**src/rtl/gpio_latch_pkg.sv**
```systemverilog
package gpio_latch_pkg;

    // Register byte offsets on the bus
    localparam int OFS_DATA   = 'h00;
    localparam int OFS_SET    = 'h04;
    localparam int OFS_CLEAR  = 'h08;
    localparam int OFS_TOGGLE = 'h0C;
    localparam int OFS_DIR    = 'h10;
    localparam int OFS_LATCH  = 'h14;

    // Operation applied to the output latch in one cycle
    typedef enum logic [2:0] {
        OP_NONE,
        OP_LOAD,
        OP_SET,
        OP_CLEAR,
        OP_TOGGLE
    } latch_op_e;

    // Source of the read data register
    typedef enum logic [1:0] {
        RSEL_ZERO,
        RSEL_PADS,
        RSEL_DIR,
        RSEL_LATCH
    } rd_sel_e;

endpackage

```
**src/rtl/gpio_bus_decode.sv**
```systemverilog
module gpio_bus_decode
    import gpio_latch_pkg::*;
#(
    parameter int ADDR_W = 5
) (
    input  logic              bus_sel,
    input  logic              bus_wr,
    input  logic [ADDR_W-1:0] bus_addr,
    output latch_op_e         op,
    output logic              dir_we,
    output logic              rd_en,
    output rd_sel_e           rd_sel
);

    logic do_wr;
    logic do_rd;

    assign do_wr = bus_sel && bus_wr;
    assign do_rd = bus_sel && !bus_wr;
    assign rd_en = do_rd;

    // Write side: only one register can be targeted per cycle
    always_comb begin
        op     = OP_NONE;
        dir_we = 1'b0;
        if (do_wr) begin
            unique case (bus_addr)
                ADDR_W'(OFS_DATA):   op     = OP_LOAD;
                ADDR_W'(OFS_SET):    op     = OP_SET;
                ADDR_W'(OFS_CLEAR):  op     = OP_CLEAR;
                ADDR_W'(OFS_TOGGLE): op     = OP_TOGGLE;
                ADDR_W'(OFS_DIR):    dir_we = 1'b1;
                default:             op     = OP_NONE;
            endcase
        end
    end

    // Read side: aliases and unmapped addresses read as zero
    always_comb begin
        rd_sel = RSEL_ZERO;
        if (do_rd) begin
            unique case (bus_addr)
                ADDR_W'(OFS_DATA):  rd_sel = RSEL_PADS;
                ADDR_W'(OFS_DIR):   rd_sel = RSEL_DIR;
                ADDR_W'(OFS_LATCH): rd_sel = RSEL_LATCH;
                default:            rd_sel = RSEL_ZERO;
            endcase
        end
    end

endmodule

```
**src/rtl/gpio_latch_core.sv**
```systemverilog
module gpio_latch_core
    import gpio_latch_pkg::*;
#(
    parameter int W = 32
) (
    input  logic         clk,
    input  logic         rst_n,
    input  latch_op_e    op,
    input  logic         dir_we,
    input  logic [W-1:0] wdata,
    output logic [W-1:0] latch_q,
    output logic [W-1:0] dir_q
);

    logic [W-1:0] latch_d;

    // Bitwise update: bits written as 0 keep their value in the alias ops
    always_comb begin
        unique case (op)
            OP_LOAD:   latch_d = wdata;
            OP_SET:    latch_d = latch_q | wdata;
            OP_CLEAR:  latch_d = latch_q & ~wdata;
            OP_TOGGLE: latch_d = latch_q ^ wdata;
            default:   latch_d = latch_q;
        endcase
    end

    always_ff @(posedge clk) begin
        if (!rst_n) begin
            latch_q <= '0;
            dir_q   <= '0;
        end else begin
            latch_q <= latch_d;
            if (dir_we) begin
                dir_q <= wdata;
            end
        end
    end

endmodule

```
**src/rtl/gpio_in_sync.sv**
```systemverilog
module gpio_in_sync #(
    parameter int W      = 32,
    parameter int STAGES = 2
) (
    input  logic         clk,
    input  logic         rst_n,
    input  logic [W-1:0] d,
    output logic [W-1:0] q
);

    logic [W-1:0] stage_q [STAGES];

    generate
        for (genvar s = 0; s < STAGES; s++) begin : g_stage
            if (s == 0) begin : g_first
                always_ff @(posedge clk) begin
                    if (!rst_n) stage_q[s] <= '0;
                    else        stage_q[s] <= d;
                end
            end else begin : g_next
                always_ff @(posedge clk) begin
                    if (!rst_n) stage_q[s] <= '0;
                    else        stage_q[s] <= stage_q[s-1];
                end
            end
        end
    endgenerate

    assign q = stage_q[STAGES-1];

endmodule

```
**src/rtl/gpio_latch_port.sv**
```systemverilog
module gpio_latch_port
    import gpio_latch_pkg::*;
#(
    parameter int W           = 32,
    parameter int ADDR_W      = 5,
    parameter int SYNC_STAGES = 2
) (
    input  logic              clk,
    input  logic              rst_n,
    input  logic              bus_sel,
    input  logic              bus_wr,
    input  logic [ADDR_W-1:0] bus_addr,
    input  logic [W-1:0]      bus_wdata,
    output logic [W-1:0]      bus_rdata,
    input  logic [W-1:0]      pad_in,
    output logic [W-1:0]      pad_out,
    output logic [W-1:0]      pad_oe
);

    latch_op_e    op;
    logic         dir_we;
    logic         rd_en;
    rd_sel_e      rd_sel;
    logic [W-1:0] latch_q;
    logic [W-1:0] dir_q;
    logic [W-1:0] pads_sync;
    logic [W-1:0] rd_mux;

    gpio_bus_decode #(.ADDR_W(ADDR_W)) u_decode (
        .bus_sel  (bus_sel),
        .bus_wr   (bus_wr),
        .bus_addr (bus_addr),
        .op       (op),
        .dir_we   (dir_we),
        .rd_en    (rd_en),
        .rd_sel   (rd_sel)
    );

    gpio_latch_core #(.W(W)) u_core (
        .clk     (clk),
        .rst_n   (rst_n),
        .op      (op),
        .dir_we  (dir_we),
        .wdata   (bus_wdata),
        .latch_q (latch_q),
        .dir_q   (dir_q)
    );

    gpio_in_sync #(.W(W), .STAGES(SYNC_STAGES)) u_sync (
        .clk   (clk),
        .rst_n (rst_n),
        .d     (pad_in),
        .q     (pads_sync)
    );

    always_comb begin
        unique case (rd_sel)
            RSEL_PADS:  rd_mux = pads_sync;
            RSEL_DIR:   rd_mux = dir_q;
            RSEL_LATCH: rd_mux = latch_q;
            default:    rd_mux = '0;
        endcase
    end

    // One cycle of read latency; zero when no read was sampled
    always_ff @(posedge clk) begin
        if (!rst_n)     bus_rdata <= '0;
        else if (rd_en) bus_rdata <= rd_mux;
        else            bus_rdata <= '0;
    end

    assign pad_out = latch_q;
    assign pad_oe  = dir_q;

endmodule

```
**config.mk**
```make
export PLATFORM = sky130hd
export DESIGN_NAME = gpio_latch_port
export DESIGN_NICKNAME = d
export VERILOG_FILES = /design/src/rtl/gpio_latch_pkg.sv /design/src/rtl/gpio_bus_decode.sv /design/src/rtl/gpio_latch_core.sv /design/src/rtl/gpio_in_sync.sv /design/src/rtl/gpio_latch_port.sv
export SDC_FILE = /design/constraint.sdc
export NUM_CORES = 1
export LEC_CHECK = 0
export BUFFER_PORTS_ARGS = -buffer_cell sky130_fd_sc_hd__buf_4
export CORE_ASPECT_RATIO = 1.25
export CORE_UTILIZATION = 30
export CTS_BUF_LIST = sky130_fd_sc_hd__clkbuf_4 sky130_fd_sc_hd__clkbuf_8
export DETAILED_ROUTE_END_ITERATION = 16
export MAX_ROUTING_LAYER = met4
export SKIP_LAST_GASP = 1
export SLEW_MARGIN = 20
export SYNTH_ARGS = -nofsm -noshare
export SYNTH_HDL_FRONTEND = slang
export SYNTH_SLANG_ARGS = --single-unit
```
**constraint.sdc**
```tcl
create_clock -name clk -period 1.66 [get_ports clk]
set_input_delay 0.498 -clock clk [delete_from_list [all_inputs] [get_ports clk]]
set_output_delay 0.498 -clock clk [all_outputs]
set_load 0.005 [all_outputs]
```
### Yosys cells after proc, flatten, opt, wreduce, memory -nomap -nowiden

Memory sizes are Yosys's and may differ from the RTL's.
Cells that the tools add are included.

| cells by class | value |
|---|---|
| eq/ne operators | 12 |
| multiplexer cells | 12 |
| bitwise logic cells | 6 |
| reductions and logical operators | 6 |

Operators with widths:

| cell | number |
|---|---|
| one-hot mux 32 bit (4 select lines) | 1 |
| one-hot mux 32 bit (3 select lines) | 1 |
| two-way mux 32 bit | 2 |
| AND 32 bit | 1 |
| inverter 32 bit | 1 |
| OR 32 bit | 1 |
| XOR 32 bit | 1 |
| one-hot mux 3 bit (4 select lines) | 1 |
| equality test 5 x 4 -> 1 bit, second input constant | 2 |
| equality test 5 bit, second input constant | 2 |
| equality test 3 x 2 -> 1 bit, second input constant | 2 |
| one-hot mux 2 bit (3 select lines) | 1 |
| equality test 5 x 3 -> 1 bit, second input constant | 1 |
| logical NOT 5 bit | 1 |
| equality test 2 bit, second input constant | 2 |
| two-way mux 1 bit | 4 |
| nonzero test 4 bit | 1 |
| equality test 3 x 1 -> 1 bit, second input constant | 1 |
| equality test 3 bit, second input constant | 1 |
| two-way mux 3 bit | 1 |
| equality test 2 x 1 -> 1 bit, second input constant | 1 |
| logical AND 1 bit | 2 |
| two-way mux 2 bit | 1 |
| OR 1 bit | 2 |
| 2 further kinds | 2 |

| storage, ports and cells | value |
|---|---|
| register bits after elaboration | 96 |
| bits in writable memories | 64 |
| input bits | 73 |
| output and inout bits | 96 |
| logic and storage cells | 40 |
| memories | 1 |

Memory list:

| name | words | width | read ports | clocked after memory_dff | wr ports | line | source |
|---|---|---|---|---|---|---|---|
| u_sync.stage_q | 2 | 32 | 2 | 0 | 2 | gpio_in_sync.sv:11 | `logic [W-1:0] stage_q [STAGES];` |

### Logic depth before layout (Yosys ltp)

| logic depth | value |
|---|---|
| word-level depth | 5 |
| mapped depth | 7 |
| depth with buffers taken out | 6 |

### Hierarchy

From an unflattened synthesis, not the netlist that was laid out.

| unflattened totals | value |
|---|---|
| cells, all modules | 799 |
| area total of the unflattened synthesis | 8282.9 sq um |

By module, submodules not included:

| module | instances | cells each | area each (sq um) | sequential area each (sq um) |
|---|---|---|---|---|
| gpio_latch_core | 1 | 506 | 4744.6 | 1281.2 |
| gpio_in_sync | 1 | 134 | 1791.7 | 1281.2 |
| gpio_latch_port | 1 | 146 | 1655.3 | 640.6 |
| gpio_bus_decode | 1 | 13 | 91.3 | 0.0 |

### Worst setup path after synthesis

No wires, ideal clock.

| timing path | value |
|---|---|
| path kind | input -> register |
| start | input bus_sel |
| end | register u_core.latch_q[30] |
| library setup time | 0.117 ns |
| data arrival time | 1.660 ns |
| required time | 1.543 ns |
| slack | -0.117 ns |
| stages | 5 |
| buffers on the path | 1 |
| path through | nand2_2 -> buf_6 -> mux2_4 -> mux4_2 -> a22o_1 |

| between the ends | value |
|---|---|
| cells in the longest elaborated chain, start to end | 4 |
| elaborated cells between the ends (all ways) | 8 |
| those cells by class | 4 x eq/ne; 2 x mux; 2 x reduce/logical |

RTL lines:

| what | line | source |
|---|---|---|
| from (decl) | gpio_latch_port.sv:10 | `input logic bus_sel,` |
| logical AND 1 bit (*) | gpio_bus_decode.sv:18 | `assign do_wr = bus_sel && bus_wr;` |
| two-way mux 3 bit (*) | gpio_bus_decode.sv:26 | `if (do_wr) begin` |
| equality test 3 bit (tied with other cells) | gpio_latch_core.sv:19 | `unique case (op)` |
| one-hot mux 32 bit (4 select lines) / nonzero test 4 bit (equally long branches) | n/a |  |
| to (signal assigned) | gpio_latch_core.sv:33 | `latch_q <= latch_d;` |
| to (decl) | gpio_latch_core.sv:11 | `output logic [W-1:0] latch_q,` |

Every way passes the cells marked *; elsewhere a longest branch is shown, timed or not.
A chain may end at the register's enable or synchronous reset.

### Worst setup path after layout

| timing path | value |
|---|---|
| start | register u_core.latch_q[6] |
| end | register u_core.latch_q[6] |

| between the ends | value |
|---|---|
| cells in the longest elaborated chain, start to end | 2 |
| elaborated cells between the ends (all ways) | 4 |
| those cells by class | 1 x mux; 3 x bitwise |

RTL lines:

| what | line | source |
|---|---|---|
| XOR 32 bit (tied with other cells) | gpio_latch_core.sv:23 | `OP_TOGGLE: latch_d = latch_q ^ wdata;` |
| one-hot mux 32 bit (4 select lines) (*) | gpio_latch_core.sv:19 |  |

Marks and branches as above.

==> metrics.md <==
| Metric | Value |
|---|---|
| Final Core Density | `0.417` |
| Ant diodes | `0` |
| Nets | `1100` |
| Pwr/cell area | `756 nW/µm²` |
| Die Width | `144 µm` |
| DRT Wirelength | `20.8 mm` |
| Ys Warns | `0` |
| Root buffer cell | `clkbuf_8` |
| Clock Sinks | `160` |
| Post-Syn Instances | `755` |
| Setup slack, reg-to-reg | `20 ps` |
| Post-synthesis sequential area ratio | `0.426` |
| DP HPWL | `14.8 mm` |
| Setup violators final | `0` |
| R2r endpoint | `u_core.latch_q[6]` |
| Largest area contributor in the netlist | `dfxtp_1` |
| DR pass1 iterations | `6` |
| Synth unique cells | `30` |
| Period utilisation layout | `0.988` |
| First-pass GRT wire length | `31.7 mm` |
| CP Max Fanout | `3` |
| Top-area cell type share of the netlist area | `0.426` |
| Clk Latency, worst-skew pair | `470 ps` |
| R2r worst-path depth | `5` |
| Number of hold buffers added after CTS | `0` |
| Worst setup margin | `19.2 ps` |
| Critical Path End Type | `register` |
| Flops & latches, synth | `160` |
| Min-Delay Endpoint | `u_sync.stage_q[0][19]` |
| Pre-CTS setup slack | `-331 ps` |
| Ratio of cells with drive above 1 in the final layout | `0.430` |
| Critical Path AT | `2010 ps` |
| Critical path's largest stage delay | `450 ps` |
| # IOs | `169` |
| Post-DRT Antenna Nets | `0` |
| LEAKAGE | `0.00450 µW` |
| Final Max Slew Viols | `0` |
| Highest Clock Rate | `0.609 GHz` |
| Max-slew headroom | `0.356` |
| Synthesized cell area | `7510 µm²` |
| GPL Wtd Cong | `0.775` |
| Slew @ Worst Pin | `963 ps` |
| Largest net degree at the start of global routing | `84` |
| Maximum root-to-sink buffer count | `2` |
| Crit Path Category | `reg -> reg` |
| Fin crit period | `1640 ps` |
| Most common cell after layout, fill and taps aside | `buf_4` |
| Most frequent cells in the layout | `buf_4 (233), dfxtp_1 (141), nand2_1 (73), and2_1 (65), inv_1 (48)` |
| R2R Path Start | `u_core.latch_q[6]` |
| Cells along the critical path | `buf_4 -> ha_2 -> mux2_4 -> mux4_2 -> a22o_1` |
| Initial antenna violation count | `1` |
| Layout area overhead | `35.9%` |
| Die Footprint | `25700 µm²` |
| CP top delay family | `multiplexers` |
| Area of the core | `24500 µm²` |
| Worst vdd ir | `0.433 mV` |
| Initial DRC Count | `221` |
| Syn nets | `892` |
| CP Launch Type | `register` |
| Vias per cell | `4.57` |
| Die H | `179 µm` |
| Status | `completed` |
| Smallest hold slack | `229 ps` |
| GR Overflow Total | `0` |
| Hold crit path type | `in -> reg` |
| Hold Startpoint | `pad_in[19]` |
| Vias | `5970` |
| Initial Util | `0.307` |
| Num CTS Buffers | `17` |
| Required time worst endpoint | `2030 ps` |
| CTS HTree Levels | `4` |
| Syn_area_per_cell | `9.95 µm²` |
| Slowest CP cell | `mux4_2` |
| Max Cap Viol | `0` |
| GRT Total Usage | `0.172` |
| Setup Skew | `14.5 ps` |
| # rows | `64` |
| Per-cell routed wire length | `16.0 µm` |
| Reg clk slew, reported paths | `90 ps` |
| Synth area leaders | `dfxtp_1 (43%), ha_1 (11%), mux4_2 (6.0%)` |
| Number of I/O port buffers | `168` |
| CP Buf/Inv Count | `1` |
| CTS tree | `done` |
| Hold path cells | `2` |
| Pwr Total | `7720 µW` |
| DRC | `0` |
| Vias in the first global route | `5750` |
| Unrepaired setup endpoints after global routing | `yes` |
| Final Hold Viols | `0` |
==> synthesized netlist by cell type <==
cell type,number
and2_1,65
o22ai_1,9
a22oi_1,35
nor2_1,41
buf_2,12
a21boi_1,9
inv_1,85
nand2b_1,1
nand4b_1,1
mux2_2,32
a32o_1,12
nand3_1,1
and3_1,2
a22o_1,20
nor3b_1,1
a21oi_1,12
a211o_1,3
mux2_1,19
ha_1,64
nand2_1,73
and4bb_2,1
nand3b_1,1
dfxtp_1,160
clkbuf_1,38
a21boi_0,33
nand2_2,1
buf_6,2
mux4_2,20
mux2_4,1
nor2b_1,1
==> per-stage QoR <==
stage	instance area (µm²)	std cells	setup TNS [ps]
floorplan	7600	755	-1270
global placement	9700	1272	-19110
detailed placement	9700	1272	-21690
CTS	10100	1304	0
global route	10200	1306	-21.5
finish	10200	1306	0
==> worst reg2reg max path, delay by kind of cell, from the launching register on <==
kind,cells,cell delay (ps)
muxes,2,710
AOI/OAI and AO/OA,1,200
buffers and inverters,1,130
DFF,1,350
adders and majority gates,1,150
==> layout make-up <==
class | count | area [µm²]
inverters | 85 | 319
clock inverters | 13 | 126
well taps | 330 | 413
repair buffers | 241 | 1910
fillers | 2456 | 14300
clock buffers | 19 | 262
multi-input cells | 458 | 3930
flip-flops and latches | 160 | 3250
==> how the worst max path moves through the flow <==
| stage | from | cells after the start | end |
|---|---|---|---|
| 2_1_floorplan | bus_wdata[14] | 6 | u_core.latch_q[14] |
| 3_3_place_gp | bus_sel | 5 | u_core.latch_q[14] |
| 3_5_place_dp | bus_sel | 5 | u_core.latch_q[1] |
| 4_1_cts | u_core.latch_q[7] | 6 | u_core.latch_q[7] |
| 5_1_grt | u_core.latch_q[7] | 6 | u_core.latch_q[7] |
| 6_report | u_core.latch_q[6] | 5 | u_core.latch_q[6] |
==> sequential cells by signal (all words and copies together), names as in the netlist <==
name / cells
u_core.latch_q: 32
u_core.dir_q: 32
bus_rdata: 32
u_sync.stage_q: 64
==> cell families after synthesis <==
group / share of synthesized area
AO/OA/AOI/OAI: 0.135
adder cells (fa/ha/maj): 0.107
buffers and inverters: 0.0725
flip-flops: 0.426
multiplexers: 0.138
AND/OR/NAND/NOR: 0.121
==> power by group <==
part           switching, µW  internal [µW]  leakage [µW]
Combinational            416            494       0.00299
Clock                   1570           1300      0.000197
Sequential              31.0           3910       0.00132
==> routing by layer <==
layer	GRT usage	up-vias	wire length, µm
li1	-	2956	-
met1	0.200	2877	9120
met2	0.296	119	10700
met3	0.0334	18	832
met4	0.0505	0	229
met5	-	-	0
==> what timing repair did <==
item,CTS,global route
setup endpoints to repair,0,27
buffers inserted,0,2
endpoints found under the hold margin,0,0
resized for setup,0,56
(Power assumes the default switching activity.)
